==> config.mk <==
export PLATFORM = sky130hd
export DESIGN_NAME = pn_lms_estimator
export DESIGN_NICKNAME = d
export VERILOG_FILES = /design/src/rtl/pn_lms_pkg.sv /design/src/rtl/pn_lfsr.sv /design/src/rtl/pn_correlator.sv /design/src/rtl/pn_lms_ctrl.sv /design/src/rtl/pn_lms_estimator.sv
export SDC_FILE = /design/constraint.sdc
export NUM_CORES = 1
export LEC_CHECK = 0
export BUFFER_PORTS_ARGS = -buffer_cell sky130_fd_sc_hd__buf_4
export CAP_MARGIN = 20
export CORE_MARGIN = 2
export CORE_UTILIZATION = 35
export DETAILED_ROUTE_END_ITERATION = 7
export PLACE_DENSITY = 0.57
export SLEW_MARGIN = 20
export SYNTH_ARGS = -nofsm -noshare
export SYNTH_HDL_FRONTEND = slang
export SYNTH_HIERARCHICAL = 1
export SYNTH_SLANG_ARGS = --single-unit
==> constraint.sdc <==
create_clock -name clk -period 9.9 [get_ports clk]
set_input_delay 1.98 -clock clk [delete_from_list [all_inputs] [get_ports clk]]
set_output_delay 1.98 -clock clk [all_outputs]
set_load 0.005 [all_outputs]
==> src/rtl/pn_lms_pkg.sv <==
package pn_lms_pkg;

  localparam int PN_W = 16;

  typedef enum logic [0:0] {
    CAL_IDLE = 1'b0,
    CAL_RUN  = 1'b1
  } cal_state_e;

  // feedback masks; bit 15 is always tapped so the shift map is invertible
  function automatic logic [PN_W-1:0] pn_taps(input int k);
    case (k)
      0:       return 16'hB400;
      1:       return 16'hD008;
      default: return 16'hCA00;
    endcase
  endfunction

  function automatic logic [PN_W-1:0] pn_seed(input int k);
    case (k)
      0:       return 16'h1D2B;
      1:       return 16'hA5F0;
      default: return 16'h0C37;
    endcase
  endfunction

  // product of three signs (1 = +1) is +1 when an odd number of bits are set
  function automatic logic cubic_pos(input logic [2:0] b);
    return ^b;
  endfunction

endpackage

==> src/rtl/pn_lfsr.sv <==
module pn_lfsr #(
  parameter int W = 16,
  parameter logic [W-1:0] TAPS = '1,
  parameter logic [W-1:0] SEED = 1
) (
  input  logic clk,
  input  logic rst,
  input  logic adv,
  output logic bit_o
);

  logic [W-1:0] state_q;
  logic         fb;

  assign fb    = ^(state_q & TAPS);
  assign bit_o = state_q[W-1];

  always_ff @(posedge clk) begin
    if (rst) begin
      state_q <= SEED;
    end else if (adv) begin
      state_q <= {state_q[W-2:0], fb};
    end
  end

  // the sequence only steps on an accepted sample
  assert_pn_hold_R2: assert property (@(posedge clk) disable iff (rst)
    !adv |=> $stable(bit_o));

  // the register never falls into the all-zero lock-up state
  assert_pn_live_R2: assert property (@(posedge clk) disable iff (rst)
    state_q != '0);

endmodule

==> src/rtl/pn_correlator.sv <==
module pn_correlator #(
  parameter int RES_W = 14,
  parameter int ACC_W = 27
) (
  input  logic                    clk,
  input  logic                    rst,
  input  logic                    clr,
  input  logic                    acc_en,
  input  logic                    last,
  input  logic                    sgn_pos,
  input  logic signed [RES_W-1:0] residual,
  output logic signed [ACC_W-1:0] sum_o
);

  logic signed [ACC_W-1:0] res_ext;
  logic signed [ACC_W-1:0] term;
  logic signed [ACC_W-1:0] acc_q;
  logic signed [ACC_W-1:0] sum_q;

  assign res_ext = {{(ACC_W-RES_W){residual[RES_W-1]}}, residual};
  assign term    = sgn_pos ? res_ext : -res_ext;
  assign sum_o   = sum_q;

  always_ff @(posedge clk) begin
    if (rst) begin
      acc_q <= '0;
      sum_q <= '0;
    end else if (clr) begin
      acc_q <= '0;
    end else if (acc_en) begin
      if (last) begin
        acc_q <= '0;
        sum_q <= acc_q + term;
      end else begin
        acc_q <= acc_q + term;
      end
    end
  end

  // the running sum moves only on an accepted sample or a clear
  assert_acc_hold_R3: assert property (@(posedge clk) disable iff (rst)
    (!acc_en && !clr) |=> $stable(acc_q));

  // the window result changes only when a window closes
  assert_sum_hold_R5: assert property (@(posedge clk) disable iff (rst)
    !(acc_en && last && !clr) |=> $stable(sum_q));

endmodule

==> src/rtl/pn_lms_ctrl.sv <==
module pn_lms_ctrl
  import pn_lms_pkg::*;
#(
  parameter int NUM_STAGES = 3,
  parameter int RES_W      = 14,
  parameter int COEF_W     = 24,
  parameter int MAX_LOG2N  = 12,
  parameter int SH_W       = 4,
  parameter int LOGN_W     = 4,
  parameter int STG_W      = 2,
  parameter int ACC_W      = 27,
  parameter int G_INIT     = 0,
  parameter int A_INIT     = 0
) (
  input  logic                           clk,
  input  logic                           rst,
  input  logic                           start,
  input  logic [LOGN_W-1:0]              win_log2,
  input  logic [SH_W-1:0]                mu_g_shift,
  input  logic [SH_W-1:0]                mu_a_shift,
  input  logic [RES_W-1:0]               quiet_thr,
  input  logic                           sample_valid,
  input  logic signed [ACC_W-1:0]        sum_g,
  input  logic signed [ACC_W-1:0]        sum_a,
  output logic                           acc_en,
  output logic                           win_last,
  output logic                           acc_clr,
  output logic [NUM_STAGES*COEF_W-1:0]   gain_flat,
  output logic [NUM_STAGES*COEF_W-1:0]   cubic_flat,
  output logic [STG_W-1:0]               active_stage,
  output logic [NUM_STAGES-1:0]          stage_done,
  output logic                           all_done
);

  localparam int CNT_W = (MAX_LOG2N > 0) ? MAX_LOG2N : 1;
  localparam int EXT_W = COEF_W - RES_W - 1;
  localparam logic signed [ACC_W-1:0] AVG_LIM = ACC_W'(1) <<< (RES_W - 1);

  cal_state_e              state_q;
  logic [LOGN_W-1:0]       log2_q;
  logic [SH_W-1:0]         mug_q;
  logic [SH_W-1:0]         mua_q;
  logic [RES_W-1:0]        thr_q;
  logic [CNT_W-1:0]        cnt_q;
  logic                    win_end_q;
  logic                    quiet_q;
  logic [STG_W-1:0]        act_q;
  logic [NUM_STAGES-1:0]   done_q;
  logic                    all_q;
  logic signed [COEF_W-1:0] g_mem [NUM_STAGES];
  logic signed [COEF_W-1:0] a_mem [NUM_STAGES];

  logic                    running;
  logic [CNT_W-1:0]        win_mask;
  logic signed [ACC_W-1:0] avg_g;
  logic signed [ACC_W-1:0] avg_a;
  logic [ACC_W-1:0]        mag_g;
  logic [ACC_W-1:0]        mag_a;
  logic [ACC_W-1:0]        thr_ext;
  logic                    quiet_now;
  logic                    upd;
  logic                    retire;
  logic signed [RES_W:0]   avg_gt;
  logic signed [RES_W:0]   avg_at;
  logic signed [RES_W:0]   step_g;
  logic signed [RES_W:0]   step_a;
  logic signed [COEF_W-1:0] step_g_ext;
  logic signed [COEF_W-1:0] step_a_ext;
  logic [LOGN_W-1:0]       log2_in;

  assign running   = (state_q == CAL_RUN);
  assign win_mask  = {CNT_W{1'b1}} >> (LOGN_W'(MAX_LOG2N) - log2_q);
  assign acc_en    = running & sample_valid;
  assign win_last  = (cnt_q == win_mask);

  assign avg_g     = sum_g >>> log2_q;
  assign avg_a     = sum_a >>> log2_q;
  assign mag_g     = avg_g[ACC_W-1] ? -avg_g : avg_g;
  assign mag_a     = avg_a[ACC_W-1] ? -avg_a : avg_a;
  assign thr_ext   = ACC_W'(thr_q);
  assign quiet_now = (mag_g < thr_ext) && (mag_a < thr_ext);

  assign upd       = win_end_q & running;
  assign retire    = upd & quiet_now & quiet_q;
  assign acc_clr   = start | retire;

  assign avg_gt     = avg_g[RES_W:0];
  assign avg_at     = avg_a[RES_W:0];
  assign step_g     = avg_gt >>> mug_q;
  assign step_a     = avg_at >>> mua_q;
  assign step_g_ext = {{EXT_W{step_g[RES_W]}}, step_g};
  assign step_a_ext = {{EXT_W{step_a[RES_W]}}, step_a};

  assign log2_in = (win_log2 > LOGN_W'(MAX_LOG2N)) ? LOGN_W'(MAX_LOG2N) : win_log2;

  // window counter and sequencing
  always_ff @(posedge clk) begin
    if (rst) begin
      state_q   <= CAL_IDLE;
      log2_q    <= '0;
      mug_q     <= '0;
      mua_q     <= '0;
      thr_q     <= '0;
      cnt_q     <= '0;
      win_end_q <= 1'b0;
      quiet_q   <= 1'b0;
      act_q     <= STG_W'(NUM_STAGES - 1);
      done_q    <= '0;
      all_q     <= 1'b0;
    end else begin
      win_end_q <= acc_en & win_last & ~acc_clr;
      if (acc_clr) begin
        cnt_q <= '0;
      end else if (acc_en) begin
        cnt_q <= win_last ? '0 : cnt_q + 1'b1;
      end

      if (start) begin
        state_q <= CAL_RUN;
        log2_q  <= log2_in;
        mug_q   <= mu_g_shift;
        mua_q   <= mu_a_shift;
        thr_q   <= quiet_thr;
        act_q   <= STG_W'(NUM_STAGES - 1);
        done_q  <= '0;
        all_q   <= 1'b0;
        quiet_q <= 1'b0;
      end else if (upd) begin
        if (quiet_now) begin
          if (quiet_q) begin
            done_q[act_q] <= 1'b1;
            quiet_q       <= 1'b0;
            if (act_q == '0) begin
              state_q <= CAL_IDLE;
              all_q   <= 1'b1;
            end else begin
              act_q <= act_q - 1'b1;
            end
          end else begin
            quiet_q <= 1'b1;
          end
        end else begin
          quiet_q <= 1'b0;
        end
      end
    end
  end

  // coefficient registers, one write port at the active index
  always_ff @(posedge clk) begin
    if (rst) begin
      for (int s = 0; s < NUM_STAGES; s++) begin
        g_mem[s] <= COEF_W'(G_INIT);
        a_mem[s] <= COEF_W'(A_INIT);
      end
    end else if (upd && !start) begin
      g_mem[act_q] <= g_mem[act_q] + step_g_ext;
      a_mem[act_q] <= a_mem[act_q] + step_a_ext;
    end
  end

  for (genvar s = 0; s < NUM_STAGES; s++) begin : g_flat
    assign gain_flat[s*COEF_W +: COEF_W]  = g_mem[s];
    assign cubic_flat[s*COEF_W +: COEF_W] = a_mem[s];
  end

  assign active_stage = act_q;
  assign stage_done   = done_q;
  assign all_done     = all_q;

  // coefficients move only on a window-end update
  assert_coef_hold_R9: assert property (@(posedge clk) disable iff (rst)
    !upd |=> ($stable(gain_flat) && $stable(cubic_flat)));

  // a window average of in-range residuals stays in range
  assert_avg_range_R5: assert property (@(posedge clk) disable iff (rst)
    upd |-> (avg_g <= AVG_LIM && avg_g >= -AVG_LIM &&
             avg_a <= AVG_LIM && avg_a >= -AVG_LIM));

  // stages are visited downward within a run
  assert_order_R8: assert property (@(posedge clk) disable iff (rst)
    (running && !start) |=> (act_q <= $past(act_q)));

  // a retired stage stays retired for the rest of the run
  assert_done_sticky_R7: assert property (@(posedge clk) disable iff (rst)
    (running && !start) |=> ((done_q & $past(done_q)) == $past(done_q)));

  // finishing implies every stage retired
  assert_alldone_R8: assert property (@(posedge clk) disable iff (rst)
    all_q |-> (&done_q));

endmodule

==> src/rtl/pn_lms_estimator.sv <==
module pn_lms_estimator
  import pn_lms_pkg::*;
#(
  parameter int NUM_STAGES = 3,
  parameter int RES_W      = 14,
  parameter int COEF_W     = 24,
  parameter int MAX_LOG2N  = 12,
  parameter int SH_W       = 4,
  parameter int G_INIT     = 0,
  parameter int A_INIT     = 0,
  localparam int LOGN_W    = $clog2(MAX_LOG2N + 1),
  localparam int STG_W     = (NUM_STAGES > 1) ? $clog2(NUM_STAGES) : 1
) (
  input  logic                          clk,
  input  logic                          rst,
  input  logic                          start,
  input  logic [LOGN_W-1:0]             win_log2,
  input  logic [SH_W-1:0]               mu_g_shift,
  input  logic [SH_W-1:0]               mu_a_shift,
  input  logic [RES_W-1:0]              quiet_thr,
  input  logic                          sample_valid,
  input  logic signed [RES_W-1:0]       residual,
  output logic [2:0]                    pn_bits,
  output logic [STG_W-1:0]              active_stage,
  output logic [NUM_STAGES*COEF_W-1:0]  gain_coef,
  output logic [NUM_STAGES*COEF_W-1:0]  cubic_coef,
  output logic [NUM_STAGES-1:0]         stage_done,
  output logic                          all_done
);

  localparam int ACC_W = RES_W + MAX_LOG2N + 1;

  logic                    acc_en;
  logic                    win_last;
  logic                    acc_clr;
  logic [1:0]              corr_pos;
  logic signed [ACC_W-1:0] corr_sum [2];

  for (genvar k = 0; k < 3; k++) begin : g_pn
    pn_lfsr #(
      .W    (PN_W),
      .TAPS (pn_taps(k)),
      .SEED (pn_seed(k))
    ) u_lfsr (
      .clk   (clk),
      .rst   (rst),
      .adv   (sample_valid),
      .bit_o (pn_bits[k])
    );
  end

  assign corr_pos[0] = pn_bits[0];
  assign corr_pos[1] = cubic_pos(pn_bits);

  for (genvar k = 0; k < 2; k++) begin : g_corr
    pn_correlator #(
      .RES_W (RES_W),
      .ACC_W (ACC_W)
    ) u_corr (
      .clk      (clk),
      .rst      (rst),
      .clr      (acc_clr),
      .acc_en   (acc_en),
      .last     (win_last),
      .sgn_pos  (corr_pos[k]),
      .residual (residual),
      .sum_o    (corr_sum[k])
    );
  end

  pn_lms_ctrl #(
    .NUM_STAGES (NUM_STAGES),
    .RES_W      (RES_W),
    .COEF_W     (COEF_W),
    .MAX_LOG2N  (MAX_LOG2N),
    .SH_W       (SH_W),
    .LOGN_W     (LOGN_W),
    .STG_W      (STG_W),
    .ACC_W      (ACC_W),
    .G_INIT     (G_INIT),
    .A_INIT     (A_INIT)
  ) u_ctrl (
    .clk          (clk),
    .rst          (rst),
    .start        (start),
    .win_log2     (win_log2),
    .mu_g_shift   (mu_g_shift),
    .mu_a_shift   (mu_a_shift),
    .quiet_thr    (quiet_thr),
    .sample_valid (sample_valid),
    .sum_g        (corr_sum[0]),
    .sum_a        (corr_sum[1]),
    .acc_en       (acc_en),
    .win_last     (win_last),
    .acc_clr      (acc_clr),
    .gain_flat    (gain_coef),
    .cubic_flat   (cubic_coef),
    .active_stage (active_stage),
    .stage_done   (stage_done),
    .all_done     (all_done)
  );

endmodule

### After elaboration in Yosys (flattened, before gate mapping)

Memory sizes are Yosys's and may differ from the RTL's. A register that Yosys moved wholly into a read port is not among the register bits.
Index checks and enable logic that the tools add are counted.

* memory bits (writable): 144
* memories kept: 2
* logic and storage cells: 105
* register bits: 203

* multiplexer cells: 32
* equality and inequality tests: 1
* shift operators: 5
* magnitude comparators: 5
* $add $sub $neg: 10
* bitwise logic cells: 10
* reduce and logical (&&, ||, !) cells: 22

Memories
* u_ctrl.a_mem: words 3, width 24, rd ports 4, clocked after memory_dff 1, write ports 3, RTL line pn_lms_ctrl.sv:51 `logic signed [COEF_W-1:0] a_mem [NUM_STAGES];`
* u_ctrl.g_mem: words 3, width 24, rd ports 4, clocked after memory_dff 1, write ports 3, RTL line pn_lms_ctrl.sv:50 `logic signed [COEF_W-1:0] g_mem [NUM_STAGES];`

Operators by type and width (number)
* two-way mux 27 bit: 6
* adder 27 bit: 2
* less-than comparator 27 x 14 -> 1 bit: 2
* negation 27 bit: 2
* >>> shifter 27 x 4 -> 27 bit: 2
* adder 24 x 15 -> 24 bit: 2
* two-way mux 24 bit: 2
* OR reduction 24 bit: 2
* parity 16 bit: 3
* >>> shifter 15 x 4 -> 15 bit: 2
* negation 14 -> 27 bit: 1
* two-way mux 1 bit: 15
* adder 12 x 1 -> 12 bit (second input constant): 1
* equality test 12 bit: 1
* two-way mux 12 bit: 1
* two-way mux 2 bit: 6
* AND reduction 4 bit: 3
* >> shifter 12 x 4 -> 12 bit (first input constant): 1
* nonzero test 2 bit: 4
* bitwise AND 1 bit: 6
* AND reduction 3 bit: 2
* greater-than comparator 4 bit (second input constant): 1
* two-way mux 4 bit: 1
* OR reduction 2 bit: 2
* 12 further kinds: 15

### Longest topological paths before layout

Gate-level depths: netlist of run 1.

* depth in word-level cells: 10
* gate-level depth with buffers: 34
* gate-level depth less buffers: 29

### Modules after synthesis

The synthesis of run 1 kept the hierarchy.

Modules (own cells, without submodules)
* pn_lms_ctrl: cells each 1924, seq. area each 6746.5 um^2, area each 18839.3 um^2, instances 1
* pn_correlator (g_corr[1].u_corr): cells each 506, seq. area each 1081.0 um^2, area each 3995.1 um^2, instances 1
* pn_correlator (g_corr[0].u_corr): cells each 462, seq. area each 1081.0 um^2, area each 3738.6 um^2, instances 1
* pn_lfsr (g_pn[1].u_lfsr ...): cells each 55, seq. area each 320.3 um^2, area each 618.1 um^2, instances 2
* pn_lfsr (g_pn[0].u_lfsr): cells each 55, seq. area each 320.3 um^2, area each 619.3 um^2, instances 1
* pn_lms_estimator: cells each 2, seq. area each 0.0 um^2, area each 31.3 um^2, instances 1

### Worst setup path after synthesis of run 1

OpenSTA, ideal clock, no wires.

* kind: reg2reg
* from: register u_ctrl.log2_q[3]
* to: register g_corr[1].u_corr.sum_q[24]
* data arrival time: 6.580 ns
* slack: 3.190 ns
* library setup time: 0.130 ns
* cell stages (with the launch flop): 33
* path through: dfxtp_1 clkbuf_1 inv_1 buf_2 clkbuf_1 buf_1 clkbuf_1 nor2_1 a31oi_1 ha_1 inv_1 o32ai_1 nand4_1 o21ai_0 xor2_1 ha_1 o21ai_0 nor2_1 nand2_1 a311oi_1 nor2_1 a31oi_1 a221oi_1 nand4_1 or4_4 nor3_2 or2_2 or2_2 clkbuf_1 clkbuf_1 nor3_1 a32oi_1 o211ai_1

* longest elaborated chain between the ends: 10
* elaborated cells on any way between the ends: 17
* classes of those cells: 3 x add/sub; 2 x order compare; 1 x eq/ne; 3 x shift; 2 x mux; 4 x bitwise; 2 x reduce/logical

RTL lines
* start, declared: RTL line pn_lms_ctrl.sv:40 `logic [LOGN_W-1:0] log2_q;`
* start signal, assigned: RTL line pn_lms_ctrl.sv:120 `log2_q <= log2_in;`
* >>> shifter 27 x 4 -> 27 bit, on equally long branches: RTL line pn_lms_ctrl.sv:76, pn_lms_ctrl.sv:77
* negation 27 bit, on equally long branches: RTL line pn_lms_ctrl.sv:78, pn_lms_ctrl.sv:79
* two-way mux 27 bit, on equally long branches: RTL line pn_lms_ctrl.sv:78, pn_lms_ctrl.sv:79
* less-than comparator 27 x 14 -> 1 bit: RTL line pn_lms_ctrl.sv:81 `assign quiet_now = (mag_g < thr_ext) && (mag_a < thr_ext);`
* logical AND 1 bit *: RTL line pn_lms_ctrl.sv:81
* bitwise AND 1 bit * (2 in series): RTL line pn_lms_ctrl.sv:84 `assign retire = upd & quiet_now & quiet_q;`
* bitwise OR 1 bit *: RTL line pn_lms_ctrl.sv:85 `assign acc_clr = start | retire;`
* net acc_clr: RTL line pn_lms_estimator.sv:35 `logic acc_clr;`
* inverter 1 bit *
* AND reduction 3 bit (no source line) *
* end signal, assigned: RTL line pn_correlator.sv:33 `sum_q <= acc_q + term;`
* end, declared: RTL line pn_correlator.sv:18 `logic signed [ACC_W-1:0] sum_q;`

The timed path passes the listed nets; every way through them passes the cells marked *.
A chain may end at the register's enable or synchronous reset.

### Worst setup path in the final report of run 1

* from: register u_ctrl.log2_q[2]
* to: register g_corr[1].u_corr.sum_q[24]

Same word-level chain as after synthesis.

==> impl_metrics.csv, run 1 <==
group,metric,value,unit
critical_path,worstSetupPathType,"reg -> reg",
grt,track_usage,20.1,%
pwr,power,0.00443,W
critical_path,r2r-end,"g_corr[1].u_corr/sum_o[24]",
cts,clock_path_buffers,3,
critical_path,max_stage_delay,0.63,ns
grt,grt_max_degree,73,
yosys,synth-seq-cells,397,
grt,grt_pass1_vias,22500,
yosys,async_flop_share,0,%
placement,dpl.hpwl,62400,um
worst_hold_path,min_to,"g_corr[0].u_corr/acc_q[18]",
floorplan,die_h,289,um
cts,path_clk_slew,0.06,ns
floorplan,core_area,80500,um^2
layout,fillers,8014,
yosys,synth-edff-count,192,
route,antenna_left,0,
yosys,synthFlopType,"dfxtp_1",
run_status,status,"completed",
yosys,yosys_warnings,6,
placement,dp_slack,2.16,ns
critical_path,cp-end-kind,"register",
run,drv_cap,0,
sta,tightest_slew,1.09,ns
route,num_vias,23600,
sta,slew_violations,0,
grt,grt_first_pass_wirelength,133000,um
cts,cts_buffers,44,
critical_path,critPathSlowestCell,"dfxtp_4",
yosys,yosys.cell_types.count,113,
critical_path,worstPathArrival,8.38,ns
yosys,syn_inst,3059,
route,drt_iter0_markers,1786,
route,viasPerCell,5.56,
layout,nets,3343,
layout,finalInstanceArea,32100,um^2
yosys,synthTopCellsByArea,"edfxtp_1, dfxtp_1, mux4_2",
placement,portBuffers,196,
critical_path,reg2reg_from,"u_ctrl/log2_q[2]",
floorplan,start_util,35.3,%
grt,grt-ovfl-total,0,
route,wirelength,86500,um
yosys,synth_area,28500,um^2
pwr,power_density,138,nW/um^2
route,wl_per_cell,20.4,um
yosys,syn-num-nets,3250,
route,firstDrtPassIters,5,
layout,final_util,39.9,%
grt,antenna_found_initial,4,
floorplan,io_pins,197,
critical_path,reg2reg_depth,28,
sta,maxSlewHeadroom,26.9,%
yosys,avgSynthCellArea,9.30,um^2
sta,finalWorstPathRequiredPeriod,7.93,ns
critical_path,startpoint_type,"register",
pwr,p_leak,12.9,nW
cts,clk_latency,0.59,ns
sta,fin_ws,1.97,ns
cts,cts_root_buf,"clkbuf_16",
cts,htree_levels,2,
floorplan,rows,104,
critical_path,crit_fanout,57,
placement,dpl_cell_area,30600,um^2
sta,final_hold_viol_count,0,
critical_path,ff2ff_setup_slack,1.97,ns
worst_hold_path,hold_path_depth,2,
pwr,ir_worst_vdd,0.138,mV
cts,hold_buffers,0,
yosys,synth_top_area_cell,"edfxtp_1",
route,route.detailed.drc,0,
worst_hold_path,hold_class,"reg -> reg",
cts,cts_sinks,397,
sta,finalCritPeriodShare,80.1,%
sta,rsz0062_at_grt,"no",
worst_hold_path,hp-start,"g_corr[0].u_corr/acc_q[18]",
floorplan,die_w,289,um
yosys,synth_top_area_share,20.3,%
sta,fin_skew,0.0341,ns
sta,fin_setup_tns,0,ns
cts,postCtsSetupBuffers,0,
layout,area_growth,12.9,%
cts,cts_tree,"built",
cts,ctsResizeCount,0,
layout,drive_gt1_share,16.8,%
sta,setup_violations,0,
critical_path,crit_top_cell,"nor2_1",
placement,place.gp.congestion,0.922,
yosys,yosysSeqAreaShare,34.7,%
sta,maxClockFrequency,126,MHz
critical_path,cp.required,10.36,ns
floorplan,dieArea,83600,um^2
==> power by group <==
group	total, W	switching, W	internal, W
registers	0.00183	0.0000521	0.00178
logic	0.000923	0.000567	0.000356
clock network	0.00168	0.000698	0.000981
==> critical path: cells and delay by family, from the launching register on <==
family | cells | cell delay [ns]
buf+inv | 2 | 0.66
xor+xnor | 1 | 0.17
fa+ha+maj | 2 | 0.49
compound gates | 10 | 2.18
flops | 1 | 0.63
simple gates | 13 | 3.65
==> worst max-delay path by stage <==
stage	from	endpoint	slack, ns	cells past startpoint
finish	u_ctrl/log2_q[2]	g_corr[1].u_corr/sum_o[24]	1.97	28
global route	u_ctrl/log2_q[2]	g_corr[1].u_corr/sum_o[24]	1.45	28
CTS	u_ctrl/log2_q[2]	g_corr[0].u_corr/acc_q[26]	2.11	29
detailed placement	u_ctrl/log2_q[2]	g_corr[1].u_corr/sum_o[24]	2.16	28
global placement	u_ctrl/log2_q[2]	g_corr[1].u_corr/acc_q[20]	2.21	30
floorplan	u_ctrl/log2_q[3]	g_corr[1].u_corr/sum_o[24]	3.19	32
==> layer usage <==
metal,global-route usage (%),share of wire [%]
met1,27.7,46
met2,33.2,47
met3,2.45,4.6
met4,5.30,2.3
met5,0,0.015
==> per-stage QoR <==
step           cells  hold slack [ns]
6_report        4250            0.455
5_1_grt         4250            0.480
4_1_cts         4247            0.458
3_5_place_dp    4166            0.446
3_3_place_gp    4166            0.442
2_1_floorplan   3059            0.427
==> state kept, by name, summed over array words and instances (netlist names), 3 cells and up, named ones only <==
signal,cells
u_ctrl/log2_q,4
u_ctrl/mua_q,4
u_ctrl/a_mem,96
u_ctrl/g_mem,96
u_ctrl/cnt_q,12
g_corr.u_corr/acc_q,54
u_ctrl/thr_q,14
u_ctrl/stage_done,3
u_ctrl/mug_q,4
g_pn.u_lfsr/state_q,48
g_corr.u_corr/sum_o,54
==> synthesized netlist by cell type, types with 13 or more instances <==
library cell,n
a21o_1,50
edfxtp_1,192
and2_1,25
o21bai_1,14
nor2_1,358
buf_1,19
nor2b_1,42
mux4_2,84
a211oi_1,25
a211o_1,13
o21a_1,23
ha_1,143
o22ai_1,13
o21ai_1,13
mux2i_1,158
nand4_1,40
dfxtp_1,205
a31oi_1,24
nor3_1,59
xor2_1,81
xnor2_1,73
or2_2,21
nand2b_1,31
mux2_2,54
a22o_1,32
inv_1,112
or3_1,19
o211ai_1,18
buf_6,15
and3_1,17
nand2_1,297
a21oi_1,193
clkbuf_1,120
o21ai_0,142
nand3_1,49
==> cell type report <==
| cell class | instances | area [um^2] | share of cell area, % |
|---|---|---|---|
| flip-flops and latches | 397 | 9880 | 30.8 |
| diodes | 3 | 7.51 | 0.0234 |
| well taps | 1060 | 1330 | 4.13 |
| multi-input cells | 2366 | 17300 | 53.9 |
| clock inverters | 21 | 246 | 0.767 |
| clock buffers | 60 | 1220 | 3.81 |
| inverters | 119 | 447 | 1.39 |
| repair buffers | 224 | 1680 | 5.23 |
==> cell usage in the layout, fill, tap and decap left out, types with 10 or more instances in the layout <==
cell type  count
nor2_1       357
nand2_1      294
buf_4        224
dfxtp_1      199
a21oi_1      193
edfxtp_1     192
mux2i_1      158
ha_1         143
o21ai_0      142
inv_1        112
mux4_2        84
xor2_1        81
xnor2_1       73
nor3_1        59
mux2_2        54
a21o_1        50
nand3_1       49
clkbuf_16     45
nor2b_1       42
nand4_1       40
a22o_1        32
nand2b_1      28
a211oi_1      25
a31oi_1       24
and2_1        24
o21a_1        23
or2_2         21
or3_1         19
o211ai_1      18
and3_1        17
o21bai_1      14
o21ai_1       13
a211o_1       13
o22ai_1       13
nor2_2        12
o31ai_1       12
clkinv_1      10
o2111ai_1     10
a22oi_1       10
==> logic make-up after synthesis <==
family / count (synthesis) / share of synthesized area, %
flops: 397 / 34.7
simple gates: 1041 / 17.3
mux: 305 / 14.7
fa+ha+maj: 147 / 6.57
buf+inv: 296 / 4.60
xor+xnor: 160 / 5.11
compound gates: 713 / 17.0
No activity file was read; power rests on OpenSTA's default activity.
==> inputs of run 2 (changes only) <==
- clock period: 9.9 -> 7.6 ns (I/O delays scaled with it)
==> run 2 against run 1 <==
  * Worst hold slack worse by 0.0029 ns
  * Setup slack worse by 1.5 ns
  * Non-clock buffer count is 26 higher
  * Clock skew is 0.026 ns higher
  * Highest routed layer is now met4
  * Global-route usage is 0.064 points lower
  * Cell count grew 0.64%
  * Register-to-register slack lost 1.5 ns
  * Largest cell class unchanged
  * Critical path depth decreased by 2
  * Largest power group unchanged
  * Cell area increased by 1.1%
  * Power rose by 33%
  * First-iteration DRC count up 11%
  * Via count is 0.73% higher
==> impl_metrics.csv, run 2 (synthesized netlist as in run 1, its figures left out) <==
group,metric,value,unit
floorplan,io_pins,197,
sta,tightest_slew,0.938,ns
layout,n_antenna_cell,0,
cts,cts_sinks,397,
floorplan,die_w,289,um
sta,finalWorstPathRequiredPeriod,7.08,ns
sta,fin_ws,0.523,ns
grt,grt_max_degree,102,
placement,dpl.hpwl,63100,um
critical_path,worstSetupPathType,"reg -> reg",
sta,fin_setup_tns,0,ns
placement,dp_slack,0.346,ns
route,drt_iter0_markers,1986,
layout,drive_gt1_share,17.5,%
layout,nets,3371,
layout,fillers,8065,
sta,maxSlewHeadroom,37.3,%
floorplan,start_util,35.3,%
cts,htree_levels,2,
pwr,p_leak,13.1,nW
route,viasPerCell,5.57,
placement,place.gp.congestion,0.916,
grt,grt_pass1_vias,22800,
cts,clock_path_buffers,3,
floorplan,core_area,80500,um^2
cts,cts_tree,"built",
sta,final_hold_viol_count,0,
cts,cts_buffers,46,
grt,antenna_found_initial,0,
pwr,ir_worst_vdd,0.158,mV
worst_hold_path,hold_path_depth,2,
layout,mostFrequentLayoutCell,"nor2_1",
placement,portBuffers,196,
run_status,status,"completed",
sta,setup_violations,0,
run,drv_cap,0,
floorplan,dieArea,83600,um^2
critical_path,cp-end-kind,"register",
critical_path,reg2reg_depth,26,
sta,finalCritPeriodShare,93.1,%
route,num_vias,23800,
sta,hold_slack,0.452,ns
route,route.detailed.drc,0,
pwr,power_density,182,nW/um^2
sta,maxClockFrequency,141,MHz
sta,fin_skew,0.0603,ns
route,antenna_left,0,
critical_path,worstPathArrival,7.52,ns
cts,clk_latency,0.61,ns
floorplan,die_h,289,um
layout,top_regs,"u_ctrl/a_mem x96, u_ctrl/g_mem x96",
sta,rsz0062_at_grt,"no",
floorplan,rows,104,
critical_path,cp.required,8.04,ns
cts,path_clk_slew,0.06,ns
worst_hold_path,hold_class,"reg -> reg",
critical_path,startpoint_type,"register",
grt,track_usage,20.0,%
route,wirelength,86100,um
grt,grt-ovfl-total,0,
route,firstDrtPassIters,5,
grt,grt_first_pass_wirelength,132000,um
cts,cts_root_buf,"clkbuf_16",
layout,area_growth,14.1,%
layout,final_cell_mix,"nor2_1, nand2_1, buf_4, dfxtp_1, a21oi_1",
route,wl_per_cell,20.1,um
critical_path,crit_fanout,32,
sta,slew_violations,0,
run 2: layer usage:
layer  routed length [um]  up-vias  track usage [%]
met2                39500      672             32.4
met3                 4980      156             3.24
li1                     -    11500                -
met4                 2880        0             6.71
met5                    0        -                0
met1                38800    11500             27.2
run 2: worst max-delay path, cell delays in order, from the launching register on:
cell	delay, ns
dfxtp_4	0.66
buf_4	0.39
mux4_2	0.60
clkinv_1	0.08
o21ai_0	0.15
o21ai_1	0.48
ha_1	0.33
nand2_1	0.10
o21ai_0	0.21
xnor2_1	0.32
ha_1	0.36
a21o_1	0.18
a21o_1	0.16
a21oi_1	0.13
o21ai_0	0.11
a31o_2	0.25
a21o_1	0.17
a221o_1	0.37
a31oi_1	0.25
nand3_1	0.22
nor3_4	0.25
or2_2	0.30
or2_2	0.17
and2b_2	0.31
and2_1	0.17
mux2i_1	0.11
nand2_1	0.06
run 2: per-stage QoR:
stage | power [W] | utilization [%] | instance area, um^2 | std cells
final | 0.00592 | 40.3 | 32500 | 4277
after global routing | 0.00619 | 40.3 | 32500 | 4277
after CTS | 0.00596 | 40.3 | 32400 | 4275
after detailed placement | 0.00363 | 38.3 | 30800 | 4190
after global placement | 0.00363 | 38.3 | 30800 | 4190
after floorplan | 0.00327 | - | 28500 | 3059
run 2: power by group:
group          total (W)  internal (W)  switching, W
Sequential       0.00238       0.00232     0.0000641
Combinational    0.00122      0.000474      0.000745
Clock            0.00231       0.00138      0.000930
Total            0.00592       0.00418       0.00174
run 2: worst paths after layout:
| kind | slack, ns | from | endpoint |
|---|---|---|---|
| min | 0.45 | g_corr[0].u_corr/acc_q[18] | g_corr[0].u_corr/acc_q[18] |
| max | 0.52 | u_ctrl/log2_q[1] | g_corr[0].u_corr/acc_q[26] |
| min reg2reg | 0.45 | g_corr[0].u_corr/acc_q[18] | g_corr[0].u_corr/acc_q[18] |
| max reg2reg | 0.52 | u_ctrl/log2_q[1] | g_corr[0].u_corr/acc_q[26] |
run 2: cell type report:
type,count,area (um^2),area share (%)
Clock inverter,17,225,0.694
Sequential cell,397,9880,30.4
Clock buffer,68,1360,4.19
Tap cell,1060,1330,4.09
Multi-Input combinational cell,2366,17300,53.4
Timing Repair Buffer,250,1890,5.83
Inverter,119,447,1.38
run 2: what timing repair did:
action,CTS,global route
buffers inserted,0,2
endpoints found under the hold margin,0,0
resized for setup,0,5
endpoints found under the setup margin,0,88
hold buffers,0,0
==> inputs of run 3 (changes only) <==
- ABC_CLOCK_PERIOD_IN_PS: unset -> 8000
- clock period: 7.6 -> 8 ns (I/O delays scaled with it)
==> run 3 against run 2 <==
  * Global-route usage up 0.32 points
  * First-iteration DRC count up 4.9%
  * Cell count about the same
  * Maximum frequency down 6.2%
  * Sequential power down 5%
==> impl_metrics.csv, run 3 (synthesized netlist as in run 1, its figures left out) <==
group,metric,value,unit
layout,mostFrequentLayoutCell,"nor2_1",
layout,nets,3369,
critical_path,cp_top_family,"compound AO/OA/AOI/OAI gates",
route,wl_per_cell,20.4,um
layout,finalInstanceArea,32500,um^2
route,firstDrtPassIters,6,
worst_hold_path,hp-start,"g_corr[1].u_corr/sum_o[0]",
route,drt_iter0_markers,2083,
sta,maxSlewHeadroom,33.7,%
route,antenna_left,0,
critical_path,ff2ff_setup_slack,0.46,ns
floorplan,core_area,80500,um^2
layout,n_antenna_cell,0,
placement,place.gp.congestion,0.901,
cts,path_clk_slew,0.07,ns
route,wirelength,87300,um
critical_path,cp_num_buf_inv,2,
critical_path,crit_top_cell,"o21ai_0",
cts,htree_levels,2,
floorplan,rows,104,
critical_path,max_stage_delay,0.70,ns
floorplan,die_h,289,um
grt,grt-ovfl-total,0,
cts,cts_sinks,397,
sta,slew_violations,0,
grt,grt_pass1_vias,23000,
pwr,p_leak,13.1,nW
floorplan,dieArea,83600,um^2
pwr,ir_worst_vdd,0.162,mV
placement,dpl_cell_area,30800,um^2
run_status,status,"completed",
grt,antenna_found_initial,1,
layout,final_cell_mix,"nor2_1, nand2_1, buf_4, dfxtp_1, a21oi_1",
grt,track_usage,20.3,%
pwr,power_density,174,nW/um^2
critical_path,worstSetupPathType,"reg -> reg",
sta,finalCritPeriodShare,94.3,%
sta,final_hold_viol_count,0,
critical_path,crit_fanout,59,
layout,drive_gt1_share,17.7,%
sta,rsz0062_at_grt,"no",
critical_path,r2r-end,"g_corr[1].u_corr/acc_q[20]",
run,drv_cap,0,
worst_hold_path,hold_class,"reg -> reg",
sta,fin_skew,0.0497,ns
route,viasPerCell,5.58,
critical_path,critPathSlowestCell,"o21ai_0",
sta,fin_setup_tns,0,ns
critical_path,reg2reg_from,"u_ctrl/log2_q[2]",
layout,area_growth,14.0,%
critical_path,worstPathArrival,8.03,ns
cts,clk_latency,0.61,ns
grt,grt_max_degree,62,
floorplan,start_util,35.3,%
sta,tightest_slew,0.993,ns
floorplan,die_w,289,um
sta,maxClockFrequency,133,MHz
cts,cts_buffers,47,
cts,cts_tree,"built",
cts,clock_path_buffers,3,
critical_path,reg2reg_depth,28,
cts,cts_root_buf,"clkbuf_16",
layout,final_util,40.3,%
critical_path,cp.required,8.49,ns
sta,finalWorstPathRequiredPeriod,7.54,ns
worst_hold_path,hold_path_depth,2,
placement,dpl.hpwl,63700,um
sta,hold_slack,0.453,ns
floorplan,io_pins,197,
route,num_vias,23800,
critical_path,cp-end-kind,"register",
route,route.detailed.drc,0,
grt,grt_first_pass_wirelength,135000,um
critical_path,startpoint_type,"register",
layout,fillers,7988,
worst_hold_path,min_to,"g_corr[1].u_corr/sum_o[0]",
cts,hold_buffers,0,
placement,portBuffers,196,
layout,top_regs,"u_ctrl/a_mem x96, u_ctrl/g_mem x96",
sta,setup_violations,0,
==> run 3: changes by cell type in the layout (fill, tap and decap cells not counted), sizes merged <==
cell | before | now
clkbuf | 68 | 60
clkinv | 16 | 20
buf | 250 | 247
inv | 115 | 120
==> run 3: how the worst max path moves through the flow <==
stage | from | end | slack (ns) | cells after the start
6_report | u_ctrl/log2_q[2] | g_corr[1].u_corr/acc_q[20] | 0.46 | 28
5_1_grt | u_ctrl/log2_q[2] | g_corr[1].u_corr/acc_q[20] | 0.13 | 28
4_1_cts | u_ctrl/log2_q[2] | g_corr[0].u_corr/acc_q[26] | 0.35 | 26
3_5_place_dp | u_ctrl/log2_q[2] | g_corr[0].u_corr/acc_q[26] | 0.37 | 26
3_3_place_gp | u_ctrl/log2_q[2] | g_corr[0].u_corr/acc_q[26] | 0.55 | 26
2_1_floorplan | u_ctrl/log2_q[3] | g_corr[1].u_corr/sum_o[24] | 1.29 | 32
==> run 3: stage by stage <==
stage,instances,setup slack [ns],total power (W)
after CTS,4271,0.351,0.00569
after global placement,4185,0.546,0.00344
after detailed placement,4185,0.371,0.00344
final,4275,0.459,0.00564
after floorplan,3059,1.29,0.00310
after global routing,4275,0.127,0.00590
==> run 3: timing repair <==
| action | in CTS | in global routing |
|---|---|---|
| setup endpoints to repair | 0 | 70 |
| endpoints found under the hold margin | 0 | 0 |
| setup buffers | 0 | 3 |
| gates resized for setup | 0 | 2 |
==> run 3: layout make-up <==
class | count | area [um^2] | share of cell area, %
multi-input combinational | 2366 | 17300 | 53.3
sequential | 397 | 9880 | 30.5
timing repair buffer | 247 | 1880 | 5.79
tap | 1060 | 1330 | 4.09
clock buffer | 60 | 1320 | 4.06
inverter | 119 | 447 | 1.38
clock inverter | 26 | 293 | 0.902
==> run 3: power by group <==
group / internal [W] / total (W) / switching [W]
combinational: 0.000450 / 0.00116 / 0.000707
clock: 0.00130 / 0.00222 / 0.000914
sequential: 0.00220 / 0.00226 / 0.0000618
==> run 3: worst reg2reg max path, delay by kind of cell (launching register included) <==
family / cells / cell delay (ns)
buf+inv: 2 / 0.55
mux: 2 / 0.60
simple gates: 9 / 1.62
flops: 1 / 0.62
fa+ha+maj: 2 / 0.67
xor+xnor: 1 / 0.21
compound gates: 12 / 3.20
==> run 3: per-layer routing <==
metal  GRT usage [%]  vias to the layer above  share of wire (%)  routed length [um]
met4            5.94                        0                2.8                2470
met5               0                        -                  0                   0
met1            28.1                    11500                 45               39600
met2            33.3                      697                 46               40600
li1                -                    11500                  -                   -
met3            2.60                      138                5.3                4670
